**src/rtl/dls_pkg.sv**
```systemverilog
package dls_pkg;

  typedef enum logic [2:0] {
    S_IDLE,
    S_FETCH,
    S_ISSUE,
    S_WAIT,
    S_NEXT
  } seq_state_e;

  // word positions inside one list node
  localparam int unsigned W_GCFG  = 0;
  localparam int unsigned W_RPORT = 1;
  localparam int unsigned W_RADDR = 2;
  localparam int unsigned W_WADDR = 3;
  localparam int unsigned W_SIZE  = 4;
  localparam int unsigned W_NEXT  = 5;

  // register offsets in the channel window
  localparam int unsigned OFF_GCFG  = 'h00;
  localparam int unsigned OFF_RPORT = 'h04;
  localparam int unsigned OFF_RADDR = 'h08;
  localparam int unsigned OFF_WADDR = 'h0C;
  localparam int unsigned OFF_SIZE  = 'h10;
  localparam int unsigned OFF_NODE  = 'h14;
  localparam int unsigned OFF_COUNT = 'h18;
  localparam int unsigned OFF_CTRL  = 'h1C;
  localparam int unsigned OFF_ACT   = 'h30;

  // control/status bits
  localparam int unsigned CB_EN     = 0;
  localparam int unsigned CB_LIST   = 4;
  localparam int unsigned CB_CANCEL = 20;
  localparam int unsigned CB_ERR    = 24;

  // general config bits
  localparam int unsigned GB_INC_R  = 8;
  localparam int unsigned GB_INC_W  = 12;
  localparam int unsigned GB_RW_LSB = 0;
  localparam int unsigned GB_WW_LSB = 4;

endpackage

```
**src/rtl/dls_seq.sv**
```systemverilog
module dls_seq
  import dls_pkg::*;
#(
  parameter int unsigned AW    = 32,
  parameter int unsigned DW    = 32,
  parameter int unsigned WORDS = 8
) (
  input  logic                     clk,
  input  logic                     rst_n,
  input  logic                     go,
  input  logic                     cancel,
  input  logic [AW-1:0]            head_addr,
  input  logic [AW-1:0]            next_addr,
  output logic                     mem_req,
  output logic [AW-1:0]            mem_addr,
  input  logic                     mem_rvalid,
  input  logic [DW-1:0]            mem_rdata,
  input  logic                     mem_rerr,
  output logic                     word_we,
  output logic [$clog2(WORDS)-1:0] word_idx,
  output logic [DW-1:0]            word_data,
  output logic                     cmd_valid,
  input  logic                     cmd_ready,
  input  logic                     mv_done,
  output logic                     cmd_take,
  output logic                     cmd_fin,
  output logic                     list_end,
  output logic                     fetch_err,
  output logic                     cmd_live,
  output logic                     seq_idle
);

  localparam int unsigned IDX_W = $clog2(WORDS);
  localparam logic [IDX_W-1:0] LAST_IDX = IDX_W'(WORDS - 1);

  seq_state_e       state_q, state_d;
  logic [AW-1:0]    base_q, base_d;
  logic [IDX_W-1:0] idx_q, idx_d;

  function automatic logic [AW-1:0] f_word_addr(input logic [AW-1:0] base,
                                                input logic [IDX_W-1:0] idx);
    return base + AW'({idx, 2'b00});
  endfunction

  always_comb begin
    state_d = state_q;
    base_d  = base_q;
    idx_d   = idx_q;
    unique case (state_q)
      S_IDLE: begin
        if (go) begin
          state_d = S_FETCH;
          base_d  = head_addr;
          idx_d   = '0;
        end
      end
      S_FETCH: begin
        if (mem_rvalid) begin
          if (mem_rerr)              state_d = S_IDLE;
          else if (idx_q == LAST_IDX) state_d = S_ISSUE;
          else                        idx_d   = idx_q + IDX_W'(1);
        end
      end
      S_ISSUE: if (cmd_ready) state_d = S_WAIT;
      S_WAIT:  if (mv_done)   state_d = S_NEXT;
      S_NEXT: begin
        if (next_addr == '0) begin
          state_d = S_IDLE;
        end else begin
          state_d = S_FETCH;
          base_d  = next_addr;
          idx_d   = '0;
        end
      end
      default: state_d = S_IDLE;
    endcase
    if (cancel) state_d = S_IDLE;
  end

  always_ff @(posedge clk or negedge rst_n) begin
    if (!rst_n) begin
      state_q <= S_IDLE;
      base_q  <= '0;
      idx_q   <= '0;
    end else begin
      state_q <= state_d;
      base_q  <= base_d;
      idx_q   <= idx_d;
    end
  end

  assign mem_req   = (state_q == S_FETCH);
  assign mem_addr  = f_word_addr(base_q, idx_q);
  assign word_idx  = idx_q;
  assign word_data = mem_rdata;
  assign word_we   = mem_req && mem_rvalid && !mem_rerr && !cancel;
  assign fetch_err = mem_req && mem_rvalid && mem_rerr && !cancel;
  assign cmd_valid = (state_q == S_ISSUE);
  assign cmd_take  = cmd_valid && cmd_ready && !cancel;
  assign cmd_fin   = (state_q == S_WAIT) && mv_done && !cancel;
  assign list_end  = (state_q == S_NEXT) && (next_addr == '0) && !cancel;
  assign cmd_live  = (state_q == S_ISSUE) || (state_q == S_WAIT);
  assign seq_idle  = (state_q == S_IDLE);

endmodule

```
**src/rtl/dls_regs.sv**
```systemverilog
module dls_regs
  import dls_pkg::*;
#(
  parameter int unsigned AW    = 32,
  parameter int unsigned DW    = 32,
  parameter int unsigned LEN_W = 24,
  parameter int unsigned CNT_W = 6,
  parameter int unsigned OFF_W = 6,
  parameter int unsigned WORDS = 8
) (
  input  logic                     clk,
  input  logic                     rst_n,
  input  logic                     reg_we,
  input  logic [OFF_W-1:0]         reg_addr,
  input  logic [DW-1:0]            reg_wdata,
  output logic [DW-1:0]            reg_rdata,
  input  logic                     seq_idle,
  input  logic                     word_we,
  input  logic [$clog2(WORDS)-1:0] word_idx,
  input  logic [DW-1:0]            word_data,
  input  logic                     cmd_fin,
  input  logic                     list_end,
  input  logic                     fetch_err,
  input  logic [LEN_W-1:0]         active_view,
  output logic                     go,
  output logic                     cancel_evt,
  output logic                     err_flag,
  output logic [AW-1:0]            node_addr,
  output logic [AW-1:0]            src_addr,
  output logic [AW-1:0]            dst_addr,
  output logic [LEN_W-1:0]         size_m1,
  output logic                     rd_inc,
  output logic                     wr_inc,
  output logic [2:0]               rd_width,
  output logic [2:0]               wr_width
);

  localparam int unsigned IDX_W = $clog2(WORDS);

  logic [DW-1:0]    gcfg_q, rport_q;
  logic [AW-1:0]    raddr_q, waddr_q, node_q;
  logic [LEN_W-1:0] size_q;
  logic [CNT_W-1:0] done_q;
  logic             en_q, list_q, err_q;
  logic             ctrl_wr, node_wr;

  function automatic logic hit(input logic [OFF_W-1:0] a, input int unsigned off);
    return a == OFF_W'(off);
  endfunction

  function automatic logic at_word(input logic [IDX_W-1:0] i, input int unsigned w);
    return i == IDX_W'(w);
  endfunction

  assign ctrl_wr    = reg_we && hit(reg_addr, OFF_CTRL);
  assign node_wr    = reg_we && hit(reg_addr, OFF_NODE);
  assign cancel_evt = ctrl_wr && reg_wdata[CB_CANCEL];

  always_ff @(posedge clk or negedge rst_n) begin
    if (!rst_n) begin
      en_q   <= 1'b0;
      list_q <= 1'b0;
      err_q  <= 1'b0;
    end else begin
      if (cancel_evt) begin
        en_q   <= 1'b0;
        list_q <= 1'b0;
      end else if (ctrl_wr && seq_idle) begin
        en_q   <= reg_wdata[CB_EN];
        list_q <= reg_wdata[CB_LIST];
      end else if (list_end || fetch_err) begin
        list_q <= 1'b0;
      end
      if (fetch_err) err_q <= 1'b1;
    end
  end

  always_ff @(posedge clk or negedge rst_n) begin
    if (!rst_n) begin
      gcfg_q  <= '0;
      rport_q <= '0;
      raddr_q <= '0;
      waddr_q <= '0;
      size_q  <= '0;
      node_q  <= '0;
    end else if (word_we) begin
      if (at_word(word_idx, W_GCFG))  gcfg_q  <= word_data;
      if (at_word(word_idx, W_RPORT)) rport_q <= word_data;
      if (at_word(word_idx, W_RADDR)) raddr_q <= AW'(word_data);
      if (at_word(word_idx, W_WADDR)) waddr_q <= AW'(word_data);
      if (at_word(word_idx, W_SIZE))  size_q  <= word_data[LEN_W-1:0];
      if (at_word(word_idx, W_NEXT))  node_q  <= AW'(word_data);
    end else if (node_wr && seq_idle) begin
      node_q <= AW'(reg_wdata);
    end
  end

  always_ff @(posedge clk or negedge rst_n) begin
    if (!rst_n)       done_q <= '0;
    else if (cmd_fin) done_q <= done_q + CNT_W'(1);
  end

  always_comb begin
    reg_rdata = '0;
    if (hit(reg_addr, OFF_GCFG))  reg_rdata = gcfg_q;
    if (hit(reg_addr, OFF_RPORT)) reg_rdata = rport_q;
    if (hit(reg_addr, OFF_RADDR)) reg_rdata = DW'(raddr_q);
    if (hit(reg_addr, OFF_WADDR)) reg_rdata = DW'(waddr_q);
    if (hit(reg_addr, OFF_SIZE))  reg_rdata = DW'(size_q);
    if (hit(reg_addr, OFF_NODE))  reg_rdata = DW'(node_q);
    if (hit(reg_addr, OFF_COUNT)) reg_rdata = DW'(done_q);
    if (hit(reg_addr, OFF_ACT))   reg_rdata = DW'(active_view);
    if (hit(reg_addr, OFF_CTRL)) begin
      reg_rdata[CB_EN]   = en_q;
      reg_rdata[CB_LIST] = list_q;
      reg_rdata[CB_ERR]  = err_q;
    end
  end

  assign go        = en_q && list_q;
  assign err_flag  = err_q;
  assign node_addr = node_q;
  assign src_addr  = raddr_q;
  assign dst_addr  = waddr_q;
  assign size_m1   = size_q;
  assign rd_inc    = gcfg_q[GB_INC_R];
  assign wr_inc    = gcfg_q[GB_INC_W];
  assign rd_width  = gcfg_q[GB_RW_LSB +: 3];
  assign wr_width  = gcfg_q[GB_WW_LSB +: 3];

endmodule

```
**src/rtl/dls_remain.sv**
```systemverilog
module dls_remain #(
  parameter int unsigned LEN_W  = 24,
  parameter int unsigned STEP_W = 4
) (
  input  logic              clk,
  input  logic              rst_n,
  input  logic              load,
  input  logic [LEN_W-1:0]  size_m1,
  input  logic              step_vld,
  input  logic [STEP_W-1:0] step_bytes,
  input  logic              clear,
  output logic [LEN_W-1:0]  active_view
);

  localparam int unsigned CW = LEN_W + 1;

  logic [CW-1:0] rem_q;

  function automatic logic [CW-1:0] f_total(input logic [LEN_W-1:0] m1);
    return {1'b0, m1} + CW'(1);
  endfunction

  function automatic logic [CW-1:0] f_after(input logic [CW-1:0] rem,
                                            input logic [STEP_W-1:0] b);
    logic [CW-1:0] bx;
    bx = CW'(b);
    return (rem > bx) ? rem - bx : '0;
  endfunction

  function automatic logic [LEN_W-1:0] f_view(input logic [CW-1:0] rem);
    logic [CW-1:0] m1;
    m1 = rem - CW'(1);
    return (rem == '0) ? '1 : m1[LEN_W-1:0];
  endfunction

  always_ff @(posedge clk or negedge rst_n) begin
    if (!rst_n)        rem_q <= '0;
    else if (clear)    rem_q <= '0;
    else if (load)     rem_q <= f_total(size_m1);
    else if (step_vld) rem_q <= f_after(rem_q, step_bytes);
  end

  assign active_view = f_view(rem_q);

endmodule

```
**src/rtl/dma_list_seq.sv**
```systemverilog
module dma_list_seq
  import dls_pkg::*;
#(
  parameter int unsigned AW        = 32,
  parameter int unsigned DW        = 32,
  parameter int unsigned LEN_W     = 24,
  parameter int unsigned CNT_W     = 6,
  parameter int unsigned WIN_BYTES = 64,
  parameter int unsigned WORDS     = 8,
  parameter int unsigned STEP_W    = 4
) (
  input  logic                           clk,
  input  logic                           rst_n,
  input  logic                           reg_we,
  input  logic [$clog2(WIN_BYTES)-1:0]   reg_addr,
  input  logic [DW-1:0]                  reg_wdata,
  output logic [DW-1:0]                  reg_rdata,
  output logic                           mem_req,
  output logic [AW-1:0]                  mem_addr,
  input  logic                           mem_rvalid,
  input  logic [DW-1:0]                  mem_rdata,
  input  logic                           mem_rerr,
  output logic                           cmd_valid,
  input  logic                           cmd_ready,
  output logic [AW-1:0]                  cmd_src,
  output logic [AW-1:0]                  cmd_dst,
  output logic [LEN_W-1:0]               cmd_len,
  output logic                           cmd_rd_inc,
  output logic                           cmd_wr_inc,
  output logic [2:0]                     cmd_rd_width,
  output logic [2:0]                     cmd_wr_width,
  output logic                           cmd_abort,
  input  logic                           mv_step,
  input  logic [STEP_W-1:0]              mv_bytes,
  input  logic                           mv_done
);

  localparam int unsigned OFF_W = $clog2(WIN_BYTES);
  localparam int unsigned IDX_W = $clog2(WORDS);

  // named internal events, also used by the checker
  logic             go, cancel_evt, err_flag, seq_idle, cmd_live;
  logic             word_we, cmd_take, cmd_fin, list_end, fetch_err;
  logic [IDX_W-1:0] word_idx;
  logic [DW-1:0]    word_data;
  logic [AW-1:0]    node_addr;
  logic [LEN_W-1:0] active_view;

  dls_seq #(.AW(AW), .DW(DW), .WORDS(WORDS)) u_seq (
    .clk(clk), .rst_n(rst_n), .go(go), .cancel(cancel_evt),
    .head_addr(node_addr), .next_addr(node_addr),
    .mem_req(mem_req), .mem_addr(mem_addr), .mem_rvalid(mem_rvalid),
    .mem_rdata(mem_rdata), .mem_rerr(mem_rerr),
    .word_we(word_we), .word_idx(word_idx), .word_data(word_data),
    .cmd_valid(cmd_valid), .cmd_ready(cmd_ready), .mv_done(mv_done),
    .cmd_take(cmd_take), .cmd_fin(cmd_fin), .list_end(list_end),
    .fetch_err(fetch_err), .cmd_live(cmd_live), .seq_idle(seq_idle)
  );

  dls_regs #(.AW(AW), .DW(DW), .LEN_W(LEN_W), .CNT_W(CNT_W),
             .OFF_W(OFF_W), .WORDS(WORDS)) u_regs (
    .clk(clk), .rst_n(rst_n), .reg_we(reg_we), .reg_addr(reg_addr),
    .reg_wdata(reg_wdata), .reg_rdata(reg_rdata), .seq_idle(seq_idle),
    .word_we(word_we), .word_idx(word_idx), .word_data(word_data),
    .cmd_fin(cmd_fin), .list_end(list_end), .fetch_err(fetch_err),
    .active_view(active_view), .go(go), .cancel_evt(cancel_evt),
    .err_flag(err_flag), .node_addr(node_addr), .src_addr(cmd_src),
    .dst_addr(cmd_dst), .size_m1(cmd_len), .rd_inc(cmd_rd_inc),
    .wr_inc(cmd_wr_inc), .rd_width(cmd_rd_width), .wr_width(cmd_wr_width)
  );

  dls_remain #(.LEN_W(LEN_W), .STEP_W(STEP_W)) u_remain (
    .clk(clk), .rst_n(rst_n), .load(cmd_take), .size_m1(cmd_len),
    .step_vld(mv_step && cmd_live), .step_bytes(mv_bytes),
    .clear(cmd_fin || cancel_evt), .active_view(active_view)
  );

  assign cmd_abort = cancel_evt && cmd_live;

endmodule

```
**config.mk**
```make
export PLATFORM = sky130hd
export DESIGN_NAME = dma_list_seq
export DESIGN_NICKNAME = d
export VERILOG_FILES = /design/src/rtl/dls_pkg.sv /design/src/rtl/dls_seq.sv /design/src/rtl/dls_regs.sv /design/src/rtl/dls_remain.sv /design/src/rtl/dma_list_seq.sv
export SDC_FILE = /design/constraint.sdc
export NUM_CORES = 1
export LEC_CHECK = 0
export ABC_CLOCK_PERIOD_IN_PS = 3300
export CAP_MARGIN = 20
export CORE_MARGIN = 8
export CORE_UTILIZATION = 60
export DETAILED_ROUTE_END_ITERATION = 8
export DONT_BUFFER_PORTS = 1
export GPL_TIMING_DRIVEN = 0
export MAX_ROUTING_LAYER = met4
export PLACE_DENSITY = 0.76
export REMOVE_ABC_BUFFERS = 1
export SYNTH_ARGS = -nofsm -noshare
export SYNTH_HDL_FRONTEND = slang
export SYNTH_SLANG_ARGS = --single-unit
```
**constraint.sdc**
```tcl
create_clock -name clk -period 3.3 [get_ports clk]
set_clock_uncertainty 0.2 [all_clocks]
set_input_delay 0.495 -clock clk [delete_from_list [all_inputs] [get_ports clk]]
set_output_delay 0.495 -clock clk [all_outputs]
set_load 0.005 [all_outputs]
```
* After elaboration in Yosys (flattened, before gate mapping)
Index checks and enable logic that the tools add are counted.
** Cells by class
- Mux-type cells :: 42
- $lt $le $gt $ge :: 1
- $add $sub $neg :: 6
- Equal/unequal tests :: 29
- Reductions and logical operators :: 44
** Operator list (count)
- 32-bit 2-to-1 mux :: 13
- 25-bit 2-to-1 mux :: 4
- 32-bit case mux with 2 select lines :: 1
- 3-bit 2-to-1 mux :: 12
- 32-bit by 5-bit adder with 32-bit output :: 1
- 32-bit logical NOT :: 1
- 24-bit by 1-bit adder with 25-bit output, second input constant :: 1
- 25-bit by 4-bit > comparator with 1-bit output :: 1
- 25-bit logical NOT :: 1
- 25-bit by 4-bit subtractor with 25-bit output :: 1
- 6-bit by 5-bit == test with 1-bit output, second input constant :: 4
- 24-bit 2-to-1 mux :: 1
- 24-bit by 1-bit subtractor with 24-bit output, second input constant :: 1
- 1-bit logical AND :: 19
- 3-bit case mux with 5 select lines :: 1
- 3-bit by 2-bit == test with 1-bit output, second input constant :: 4
- 3-bit == test, second input constant :: 4
- 6-bit by 4-bit == test with 1-bit output, second input constant :: 2
- 2-bit inequality test, second input constant :: 6
- 3-bit inequality test, second input constant :: 4
- 2-bit AND reduction :: 6
- 1-bit 2-to-1 mux :: 9
- 3-bit case mux with 3 select lines :: 1
- 3-bit nonzero test :: 3
- 14 further kinds :: 21
** Storage, ports and cells
- Word-level logic and storage cells :: 136
- Flip-flop bits (word level) :: 256
- Output and inout port bits :: 163
- Bits of input ports :: 82

* Longest topological paths before layout
Gate-level depths: netlist of run 1.
- Word-level depth :: 10
- Depth in mapped cells :: 10
- Depth with buffers taken out :: 9

* Modules after synthesis
Synthesis of run 1 repeated with hierarchy kept, for this count alone.
** Second synthesis, totals
- Cell total of the unflattened synthesis :: 1417
- Area, all modules :: 14737.9 µm²
** By module, submodules not included
- dls_regs :: cells an instance 721, instances 1, area an instance 9096.2 µm², seq. area each 4829.6 µm²
- dls_remain :: cells an instance 376, instances 1, area an instance 2825.2 µm², seq. area each 625.6 µm²
- dls_seq :: cells an instance 317, instances 1, area an instance 2796.4 µm², seq. area each 950.9 µm²
- dma_list_seq :: cells an instance 3, instances 1, area an instance 20.0 µm², seq. area each 0.0 µm²

* Worst setup path before layout of run 1
OpenSTA, ideal clock, no wires.
- Path type :: input -> output
- Start point :: in reg_addr[2]
- End point :: out reg_rdata[22]
- Stages on the path :: 6
- Path buffers :: 2
- Arrival time :: 2.107 ns
- Path slack :: 0.498 ns
- Data required time :: 2.605 ns
- Cell sequence :: buf_2 -> buf_1 -> mux4_2 -> nand2_1 -> o21ai_0 -> a31o_2
** On the way
- Longest elaborated chain between the ends :: 9
- Elaborated cells on any way between the ends :: 16
- Those cells by class :: eq/ne (7); mux (8); reduce/logical (1)
** RTL lines
- from (decl) :: line dma_list_seq.sv:15 : input logic [$clog2(WIN_BYTES)-1:0] reg_addr,
- 6-bit logical NOT :: line dls_regs.sv:48 : return a == OFF_W'(off);
- 32-bit 2-to-1 mux :: line dls_regs.sv:105 : if (hit(reg_addr, OFF_GCFG)) reg_rdata = gcfg_q;
- 32-bit 2-to-1 mux :: line dls_regs.sv:106 : if (hit(reg_addr, OFF_RPORT)) reg_rdata = rport_q;
- 32-bit 2-to-1 mux :: line dls_regs.sv:107 : if (hit(reg_addr, OFF_RADDR)) reg_rdata = DW'(raddr_q);
- 32-bit 2-to-1 mux :: line dls_regs.sv:108 : if (hit(reg_addr, OFF_WADDR)) reg_rdata = DW'(waddr_q);
- 32-bit 2-to-1 mux :: line dls_regs.sv:109 : if (hit(reg_addr, OFF_SIZE)) reg_rdata = DW'(size_q);
- 32-bit 2-to-1 mux :: line dls_regs.sv:110 : if (hit(reg_addr, OFF_NODE)) reg_rdata = DW'(node_q);
- 32-bit 2-to-1 mux :: line dls_regs.sv:111 : if (hit(reg_addr, OFF_COUNT)) reg_rdata = DW'(done_q);
- 32-bit 2-to-1 mux (*) :: line dls_regs.sv:112 : if (hit(reg_addr, OFF_ACT)) reg_rdata = DW'(active_view);
- to (decl) :: line dma_list_seq.sv:17 : output logic [DW-1:0] reg_rdata,
Mark *: on every way between the ends. The rest lies on a longest branch, timed or not.

* Final worst setup path of run 1
- Start point :: reg u_remain.rem_q[11]
- End point :: out reg_rdata[16]
** On the way
- Longest elaborated chain between the ends :: 3
- Elaborated cells on any way between the ends :: 4
- Those cells by class :: add/sub (1); mux (2); reduce/logical (1)
** RTL lines
- from (decl) :: line dls_remain.sv:17 : logic [CW-1:0] rem_q;
- from (signal assigned) :: line dls_remain.sv:39 : else if (load) rem_q <= f_total(size_m1);
- from (signal assigned) :: line dls_remain.sv:40 : else if (step_vld) rem_q <= f_after(rem_q, step_bytes);
- 24-bit by 1-bit subtractor with 24-bit output or 25-bit logical NOT (tied branches) :: line dls_remain.sv:32, dls_remain.sv:33
- 24-bit 2-to-1 mux (*) :: line dls_remain.sv:33 : return (rem == '0) ? '1 : m1[LEN_W-1:0];
- 32-bit 2-to-1 mux (*) :: line dls_regs.sv:112
Marked as above.

==> results.py, run 1 <==
metrics = {
    "clock_network": {
        "cts_buffer_depth": 3,
        "clk_pin_slew_ps": 70,
        "clockRootBuffer": "clkbuf_16",
        "htree_levels": 1,
        "clk_latency_ps": 540,
        "cts_buffers": 28,
        "cts_tree": "built",
        "cts_sinks": 256,
    },
    "drt": {
        "wl_mm": 46.1,
        "drtIter0Drc": 1300,
        "vias": 11648,
        "firstDrtPassIters": 6,
        "detail_route.wl_per_cell_um": 26.8,
        "drtAntennaViolNets": 0,
        "viasPerCell": 6.78,
        "drc": 0,
    },
    "worst_setup_path": {
        "critPathSlowestCell": "or4b_4",
        "required_ps": 2600,
        "cp_top_family": "simple AND/OR/NAND/NOR gates",
        "crit_chain": "or4_4 > or4b_4 > nor2_2 > xnor2_1 > o221ai_2",
        "crit_fanout": 4,
        "crit_buf_inv": 0,
        "reg2reg_to": "u_remain.rem_q[7]$_DFFE_PN0P_",
        "max_stage_delay_ps": 580,
        "worstSetupEndpointType": "output pin",
        "r2r_cells": 6,
        "crit_arrival_ps": 2600,
        "worstSetupPathType": "reg -> out",
        "r2r-start": "u_remain.rem_q[2]$_DFFE_PN0P_",
        "start_kind": "flop",
        "rrSetupSlack_ps": 200,
    },
    "logic_synthesis": {
        "synth_edf_count": 0,
        "synth_top_cells_by_count": "dfrtp_1, mux2_2, nand2_1",
        "ys_types": 80,
        "async_flop_share": 1.00,
        "ys_seq_area_frac": 0.440,
        "synth_top_area_share": 0.440,
        "synth_seq_cells": 256,
        "yosys.cell_count.top_type": "dfrtp_1",
        "synth_warnings": 0,
        "synth.area.top_cells": "dfrtp_1, mux2_2, mux4_2",
        "syn_inst": 1328,
        "avgSynthCellArea_um2": 11.0,
        "yosys.area.top_type": "dfrtp_1",
        "netlist_area_mm2": 0.0145,
        "synth_ff_type": "dfrtp_1",
    },
    "floorplanning": {
        "die_w_um": 172,
        "core-area_mm2": 0.0240,
        "initial_core_util": 0.605,
        "die_height_um": 172,
        "die_area_mm2": 0.0295,
        "num_io_pins": 245,
        "placementRows": 57,
    },
    "global_routing": {
        "grt.busiest_layer": "met2",
        "use_met2": 0.488,
        "gr-usage-met1": 0.399,
        "overflow": 0,
        "met3_usage": 0.0872,
        "grt_pass1_wl_mm": 70.2,
        "grtUsageTotal": 0.319,
        "grt_max_degree": 257,
        "antenna_found_initial": 1,
        "grt_pass1_vias": 11597,
    },
    "pwr": {
        "ir_worst_vdd_v": 0.000581,
        "swShare": 0.315,
        "p_leak_nw": 7.23,
        "comb_power_share": 0.228,
        "p_int_mw": 7.45,
        "p_switching_mw": 3.42,
        "pwr-share-seq": 0.482,
        "pwr-share-clk": 0.290,
        "power_density_mw_per_mm2": 646,
    },
    "place": {
        "place_inst": 1568,
        "dpl_worst_slack_ps": -396,
        "place_area_mm2": 0.0146,
        "gp_congestion": 0.966,
        "dp_hpwl_mm": 30.9,
        "io_buffer_count": 0,
    },
    "cells_and_area": {
        "area_growth_pct": 15.7,
        "fillCellCount": 1722,
        "fin_area_mm2": 0.0168,
        "instances_no_fill": 1717,
        "drive_above_1_share": 0.272,
        "nNetsFinal": 1474,
    },
    "job": {
        "drv_cap": 0,
    },
    "sta": {
        "rsz0062_at_grt": "true",
        "max_freq_mhz": 303,
        "finalSetupTns_ps": 0,
        "slew_headroom": 0.297,
        "drv_slew": 0,
        "setup_ws_ps": 0.971,
        "worst_slew_pin_slew_ps": 1050,
        "fin_crit_ps": 3300,
        "hold_slack_ps": -547,
        "fin_crit_sh": 1.00,
        "finalSetupViolations": 0,
        "final_hold_viol_count": 256,
    },
    "min_path": {
        "worstHoldPathType": "in -> async",
    },
    "outcome": {
        "violations": "negative hold slack",
        "status": "finished, violations left",
    },
}
==> cell type report <==
class | count | area, um2 | share of cell area
antenna | 2 | 5.00 | 0.000297
sequential | 256 | 6420 | 0.381
inverter | 32 | 120 | 0.00714
tap | 324 | 405 | 0.0241
multi-input combinational | 946 | 7930 | 0.471
timing repair buffer | 110 | 1050 | 0.0624
clock inverter | 8 | 121 | 0.00721
clock buffer | 39 | 783 | 0.0465
==> flip-flops by register name, summed over array words and instances, names as in the netlist, 3 cells and up <==
name / flops
u_remain.rem_q: 25
u_regs.node_addr: 32
u_seq.state_q: 3
u_seq.base_q: 32
u_regs.rport_q: 32
u_regs.size_m1: 24
u_seq.word_idx: 3
u_regs.gcfg_q: 32
u_regs.dst_addr: 32
u_regs.src_addr: 32
u_regs.done_q: 6
==> worst register-to-register path, stage by stage (launching register included) <==
cell and delay, ps:
dfrtp_1 510, ha_1 430, and4_1 240, and4_1 220
nand2_1 580, and3_1 480, a221o_1 320
==> stage by stage <==
step | utilization | total power [mW]
global placement | 0.602 | 7.27
global route | 0.700 | 11.3
CTS | 0.686 | 10.8
finish | 0.700 | 10.9
detailed placement | 0.609 | 7.43
floorplan | - | 6.63
==> timing repair <==
action | CTS | global route
gates resized for setup | 53 | 30
endpoints found under the hold margin | 438 | 257
setup endpoints to repair | 164 | 116
hold buffers | 61 | 1
buffers inserted | 14 | 22
pin swaps | 9 | 14
==> power by group through the flow <==
stage	sequential [mW]	clock, mW	combinational [mW]
CTS	5.21	3.17	2.37
finish	5.24	3.15	2.48
detailed placement	5.23	0	2.20
global placement	5.16	0	2.11
global route	5.36	3.30	2.69
floorplan	4.80	0	1.83
==> cell usage in the layout (no fill, tap or decap), types with 10 or more instances in the layout <==
cell           count
dfrtp_1          244
mux2_2           159
nand2_1           87
nor2_1            75
dlygate4sd3_1     62
mux2i_1           50
a21oi_1           50
o21ai_0           44
buf_4             39
xnor2_1           35
nand3_1           33
inv_1             31
nor3_1            30
mux4_2            30
clkbuf_16         29
nand4_1           26
nor4_1            21
o211ai_1          19
xor2_1            18
ha_1              15
a31oi_1           14
mux2_4            14
dfrtp_2           12
and3_1            11
or3_1             11
a22o_1            10
or4_1             10
==> worst max path at each step <==
stage                     depth (start not counted)                           start       endpoint
after detailed placement                          7   u_remain.rem_q[0]$_DFFE_PN0P_   reg_rdata[7]
after CTS                                         7   u_remain.rem_q[0]$_DFFE_PN0P_  reg_rdata[12]
final                                             5  u_remain.rem_q[11]$_DFFE_PN0P_  reg_rdata[16]
after floorplan                                   5                     reg_addr[0]   reg_rdata[1]
after global placement                            5                     reg_addr[0]   reg_rdata[1]
after global routing                              6  u_remain.rem_q[13]$_DFFE_PN0P_  reg_rdata[12]
==> layer usage <==
| layer | share of wire | vias to the layer above |
|---|---|---|
| met4 | 0.043 | 0 |
| met5 | 0 | - |
| met3 | 0.10 | 136 |
| met2 | 0.47 | 594 |
| li1 | - | 5034 |
| met1 | 0.39 | 5884 |
==> cell families (layout without fill, tap and decap cells) <==
family,count (synthesis),after routing,share of synthesized area
buffers and inverters,126,189,0.0415
xor gates and xnor gates,63,63,0.0379
other,0,2,0
and+or+nand+nor,374,374,0.133
AOI/OAI and AO/OA,231,231,0.107
adders and majority gates,18,18,0.0165
DFF,256,256,0.440
muxes,260,260,0.224
(Power assumes the default switching activity.)
==> run 2, diff against run 1 <==
--- a/config.mk
+++ b/config.mk
@@ -5,7 +5,6 @@
 export SDC_FILE = /design/constraint.sdc
 export NUM_CORES = 1
 export LEC_CHECK = 0
-export ABC_CLOCK_PERIOD_IN_PS = 3300
 export CAP_MARGIN = 20
 export CORE_MARGIN = 8
 export CORE_UTILIZATION = 60
@@ -15,6 +14,7 @@
 export MAX_ROUTING_LAYER = met4
 export PLACE_DENSITY = 0.76
 export REMOVE_ABC_BUFFERS = 1
+export SETUP_SLACK_MARGIN = 0.3
 export SYNTH_ARGS = -nofsm -noshare
 export SYNTH_HDL_FRONTEND = slang
 export SYNTH_SLANG_ARGS = --single-unit
==> run 2 against run 1 <==
Against the previous run: the run still ends with negative hold slack left; final cell count is 1.9% higher; critical path depth stayed put; total power is 1.5% higher; first-iteration DRC count is 4.6% higher; critical endpoint is now reg_rdata[20]; clock-buffer cell count stayed put; combinational power is 6% higher; largest power group unchanged; non-clock buffer count is 34 higher; core utilization is 3.4 points higher.
==> results.py, run 2 (synthesis gave the netlist of run 1 again) <==
metrics = {
    "outcome": {
        "status": "finished, violations left",
        "violations": "negative hold slack",
    },
    "drt": {
        "drtIter0Drc": 1360,
        "drtAntennaViolNets": 0,
        "vias": 11936,
        "wl_mm": 47.6,
        "firstDrtPassIters": 5,
        "viasPerCell": 6.82,
        "drc": 0,
        "detail_route.wl_per_cell_um": 27.2,
    },
    "pwr": {
        "p_leak_nw": 7.53,
        "comb_power_share": 0.239,
        "power_mw": 11.0,
        "pwr-share-clk": 0.287,
        "ir_worst_vdd_v": 0.000586,
        "swShare": 0.318,
        "p_int_mw": 7.53,
        "power_density_mw_per_mm2": 625,
        "pwr-share-seq": 0.474,
        "p_switching_mw": 3.50,
    },
    "sta": {
        "hold_slack_ps": -545,
        "setup_ws_ps": 36.5,
        "fin_crit_ps": 3260,
        "finalSetupViolations": 0,
        "rsz0062_at_grt": "true",
        "worst_slew_pin_slew_ps": 1050,
        "slew_headroom": 0.299,
        "drv_slew": 0,
        "max_freq_mhz": 306,
        "fin_crit_sh": 0.989,
        "final_hold_viol_count": 256,
        "finalSetupTns_ps": 0,
    },
    "place": {
        "dp_hpwl_mm": 30.9,
        "io_buffer_count": 0,
        "gp_congestion": 0.966,
        "dpl_worst_slack_ps": -396,
    },
    "cells_and_area": {
        "utilization": 0.734,
        "nNetsFinal": 1508,
        "drive_above_1_share": 0.339,
        "fillCellCount": 1579,
        "layout_common_cells": "dfrtp_1, mux2_2, nand2_1",
        "area_growth_pct": 21.3,
        "final_common_cell": "dfrtp_1",
        "register_area_mm2": 0.00643,
        "multi_input_area_mm2": 0.00842,
    },
    "worst_setup_path": {
        "crit_fanout": 4,
        "worstSetupEndpointType": "output pin",
        "r2r_cells": 10,
        "crit_buf_inv": 0,
        "r2r-start": "u_remain.rem_q[0]$_DFFE_PN0P_",
        "worstSetupPathType": "reg -> out",
        "reg2reg_to": "u_remain.rem_q[24]$_DFFE_PN0P_",
        "max_stage_delay_ps": 550,
        "rrSetupSlack_ps": 380,
        "critPathSlowestCell": "or4b_4",
        "cp_num_cells": 5,
        "start_kind": "flop",
        "cp_top_family": "simple AND/OR/NAND/NOR gates",
        "required_ps": 2600,
        "crit_chain": "or4_4 > or4b_4 > nor3_4 > xnor2_2 > o221ai_2",
        "crit_arrival_ps": 2570,
    },
    "global_routing": {
        "grt_max_degree": 257,
        "antenna_found_initial": 1,
        "grtUsageTotal": 0.326,
        "overflow": 0,
        "grt_pass1_wl_mm": 71.9,
        "grt_pass1_vias": 11882,
    },
    "clock_network": {
        "clockRootBuffer": "clkbuf_16",
        "cts_tree": "built",
        "htree_levels": 1,
        "cts_sinks": 256,
        "clk_pin_slew_ps": 70,
        "cts_buffers": 28,
        "clk_latency_ps": 550,
        "cts_buffer_depth": 3,
    },
    "floorplanning": {
        "die_area_mm2": 0.0295,
        "placementRows": 57,
        "die_w_um": 172,
        "initial_core_util": 0.605,
        "core-area_mm2": 0.0240,
        "die_height_um": 172,
        "num_io_pins": 245,
    },
    "job": {
        "drv_cap": 0,
    },
    "min_path": {
        "worstHoldPathType": "in -> async",
    },
}
-- run 2: cell count changes in the layout (fill, tap and decap cells not counted), sizes merged --
cell | previous run | this run
buf | 47 | 81
diode | 2 | 1
-- run 2: routing by layer --
metal,track usage,part of all wire,vias to the layer above
met2,0.506,0.48,662
met4,0.129,0.045,0
li1,-,-,5097
met5,-,0,-
met3,0.0950,0.11,148
met1,0.399,0.37,6029
-- run 2: final cells by class --
class	count	area share
multi-input combinational	946	0.477
sequential	256	0.364
timing repair buffer	144	0.0773
clock buffer	39	0.0444
tap	324	0.0230
clock inverter	8	0.00688
inverter	32	0.00681
antenna	1	0.000142
-- run 2: repair_timing --
action	4_1_cts	5_1_grt
gates cloned	0	0
pin swaps	43	40
hold endpoints to repair	438	257
hold buffers	61	1
setup endpoints to repair	240	180
gates resized for setup	116	76
buffers inserted	49	22
-- run 2: worst max path at each step --
stage / from / endpoint / slack [ps]
after floorplan: reg_addr[0] / reg_rdata[1] / -1110
after global placement: reg_addr[0] / reg_rdata[1] / -4200
after detailed placement: u_remain.rem_q[0]$_DFFE_PN0P_ / reg_rdata[7] / -400
after CTS: u_remain.rem_q[13]$_DFFE_PN0P_ / reg_rdata[20] / 20
after global routing: u_remain.rem_q[13]$_DFFE_PN0P_ / reg_rdata[20] / -40
final: u_remain.rem_q[13]$_DFFE_PN0P_ / reg_rdata[20] / 40
-- run 2: power by group through the flow --
| stage | clock (mW) | sequential (mW) | combinational (mW) |
|---|---|---|---|
| after global routing | 3.31 | 5.35 | 2.85 |
| after floorplan | 0 | 4.80 | 1.83 |
| after global placement | 0 | 5.16 | 2.11 |
| final | 3.16 | 5.23 | 2.64 |
| after CTS | 3.17 | 5.19 | 2.52 |
| after detailed placement | 0 | 5.23 | 2.20 |
-- run 2: per-stage QoR --
step	instance area (um2)	std cells
after floorplan	14100	1234
after global placement	14500	1558
after detailed placement	14600	1568
after CTS	17100	1725
after global routing	17600	1750
final	17600	1750
==> run 3, diff against run 2 <==
--- a/config.mk
+++ b/config.mk
@@ -6,13 +6,15 @@
 export NUM_CORES = 1
 export LEC_CHECK = 0
 export CAP_MARGIN = 20
+export CELL_PAD_IN_SITES_DETAIL_PLACEMENT = 0
+export CELL_PAD_IN_SITES_GLOBAL_PLACEMENT = 2
 export CORE_MARGIN = 8
-export CORE_UTILIZATION = 60
+export CORE_UTILIZATION = 42
 export DETAILED_ROUTE_END_ITERATION = 8
 export DONT_BUFFER_PORTS = 1
 export GPL_TIMING_DRIVEN = 0
 export MAX_ROUTING_LAYER = met4
-export PLACE_DENSITY = 0.76
+export PLACE_DENSITY_LB_ADDON = 0.1
 export REMOVE_ABC_BUFFERS = 1
 export SETUP_SLACK_MARGIN = 0.3
 export SYNTH_ARGS = -nofsm -noshare
==> run 3 against run 2 <==
Against the previous run: the run ends with negative hold slack, negative setup slack left; cell area increased by 5.4%; total power increased by 4.6%; non-clock buffer count increased by 31; flip-flop and latch count unchanged; clock power increased by 14%; setup slack got worse by 49 ps; hold slack got worse by 34 ps; sequential share of layout area decreased by 1.9 points; wire length increased by 9.0%; die area increased by 39%; critical path type unchanged; critical endpoint unchanged; largest power group unchanged.
==> results.py, run 3 (synthesis gave the netlist of run 1 again) <==
metrics = {
    "outcome": {
        "status": "finished, violations left",
        "violations": "negative hold slack, negative setup slack",
    },
    "worst_setup_path": {
        "crit_fanout": 4,
        "worstSetupPathType": "reg -> out",
        "worstSetupEndpointType": "output pin",
        "required_ps": 2600,
        "start_kind": "flop",
        "crit_arrival_ps": 2620,
    },
    "pwr": {
        "p_int_mw": 7.89,
        "power_density_mw_per_mm2": 621,
        "ir_worst_vdd_v": 0.000520,
        "p_leak_nw": 7.89,
        "swShare": 0.317,
        "comb_power_share": 0.237,
        "pwr-share-clk": 0.312,
        "p_switching_mw": 3.66,
        "pwr-share-seq": 0.451,
    },
    "cells_and_area": {
        "drive_above_1_share": 0.373,
        "fillCellCount": 2993,
        "nNetsFinal": 1543,
        "antennaDiodeCount": 0,
        "layout_common_cells": "dfrtp_1, mux2_2, nand2_1",
        "final_common_cell": "dfrtp_1",
        "area_growth_pct": 27.9,
    },
    "min_path": {
        "worstHoldPathType": "in -> async",
    },
    "drt": {
        "firstDrtPassIters": 5,
        "viasPerCell": 6.02,
        "wl_met2_mm": 24.8,
        "wl_mm": 51.9,
        "drc": 0,
        "wl_met3_mm": 3.73,
        "wl_met1_mm": 22.5,
        "detail_route.wl_per_cell_um": 27.0,
        "drtAntennaViolNets": 0,
        "drtIter0Drc": 664,
        "vias": 11578,
        "top_layer": "met4",
    },
    "clock_network": {
        "clockRootBuffer": "clkbuf_16",
        "cts_tree": "built",
        "cts_buffer_depth": 3,
        "cts_sinks": 256,
        "clk_latency_ps": 580,
        "cts_buffers": 31,
        "hold_buffers": 66,
        "clk_pin_slew_ps": 70,
        "htree_levels": 1,
    },
    "floorplanning": {
        "die_area_mm2": 0.0409,
        "placementRows": 68,
        "die_height_um": 202,
        "core-area_mm2": 0.0344,
        "initial_core_util": 0.423,
        "die_w_um": 202,
        "num_io_pins": 245,
    },
    "place": {
        "io_buffer_count": 0,
        "gp_congestion": 0.867,
        "dp_hpwl_mm": 34.8,
    },
    "sta": {
        "fin_crit_ps": 3310,
        "final_hold_viol_count": 256,
        "drv_slew": 0,
        "rsz0062_at_grt": "true",
        "max_freq_mhz": 302,
        "setup_ws_ps": -12.7,
        "fin_crit_sh": 1.00,
        "slew_headroom": 0.278,
        "finalSetupTns_ps": -13.5,
        "worst_slew_pin_slew_ps": 1080,
        "hold_slack_ps": -578,
        "finalSetupViolations": 2,
    },
    "global_routing": {
        "grt_pass1_vias": 11810,
        "grt_pass1_wl_mm": 78.2,
        "grt_max_degree": 257,
        "antenna_found_initial": 0,
        "overflow": 0,
        "grtUsageTotal": 0.254,
    },
    "job": {
        "drv_cap": 0,
    },
}
run 3: worst max-delay path, cell delays in order (launching register included):
cell	delay, ps
dfrtp_2	420
or4_4	530
or4b_4	550
nor3_4	170
xnor2_2	120
o221ai_2	240
run 3: power by group through the flow:
stage	Combinational [mW]	Clock, mW	Sequential, mW
CTS	2.65	3.69	5.20
global route	2.97	3.80	5.34
finish	2.74	3.60	5.21
detailed placement	2.24	0	5.26
floorplan	1.83	0	4.80
global placement	2.17	0	5.23
run 3: worst paths after layout:
path | cells past startpoint | start | slack, ps | endpoint
min in group clk | 3 | reg_wdata[20] | 50 | u_regs.node_addr[20]$_DFFE_PN0P_
worst max register to register | 12 | u_remain.rem_q[0]$_DFFE_PN0P_ | 420 | u_remain.rem_q[24]$_DFFE_PN0P_
worst min-delay path | 0 | rst_n | -580 | u_regs.done_q[4]$_DFFE_PN0P_
worst min register to register | 1 | u_regs.done_q[5]$_DFFE_PN0P_ | 280 | u_regs.done_q[5]$_DFFE_PN0P_
max in group asynchronous | 0 | rst_n | 2520 | u_remain.rem_q[4]$_DFFE_PN0P_
worst max-delay path | 5 | u_remain.rem_q[11]$_DFFE_PN0P_ | -10 | reg_rdata[20]
run 3: layer usage:
layer	global-route usage	up-vias
li1	-	5186
met2	0.403	340
met3	0.0650	58
met4	0.0528	0
met5	-	-
met1	0.328	5994
run 3: through the flow:
stage          power, mW   util  area (um2)  worst slack [ps]  std cells
6_report            11.5  0.541       18600             -12.7       1923
5_1_grt             12.1  0.541       18600              -116       1923
4_1_cts             11.5  0.526       18100             -28.4       1899
3_5_place_dp        7.50  0.432       14900              -714       1703
3_3_place_gp        7.40  0.426       14600             -4930       1689
2_1_floorplan       6.63      -       14100             -1110       1234
run 3: what timing repair did:
action / 4_1_cts / 5_1_grt
resized for setup: 193 / 67
hold endpoints to repair: 444 / 256
setup endpoints to repair: 259 / 142
buffers inserted: 71 / 23
pin swaps: 63 / 53
gates cloned: 1 / 0
run 3: cell type report:
cell class | count | area [um2] | share of cell area
Clock inverter | 17 | 203 | 0.0109
Inverter | 32 | 120 | 0.00646
Tap cell | 455 | 569 | 0.0306
Multi-Input combinational cell | 947 | 8760 | 0.471
Sequential cell | 256 | 6430 | 0.346
Timing Repair Buffer | 175 | 1650 | 0.0886
Clock buffer | 41 | 873 | 0.0469
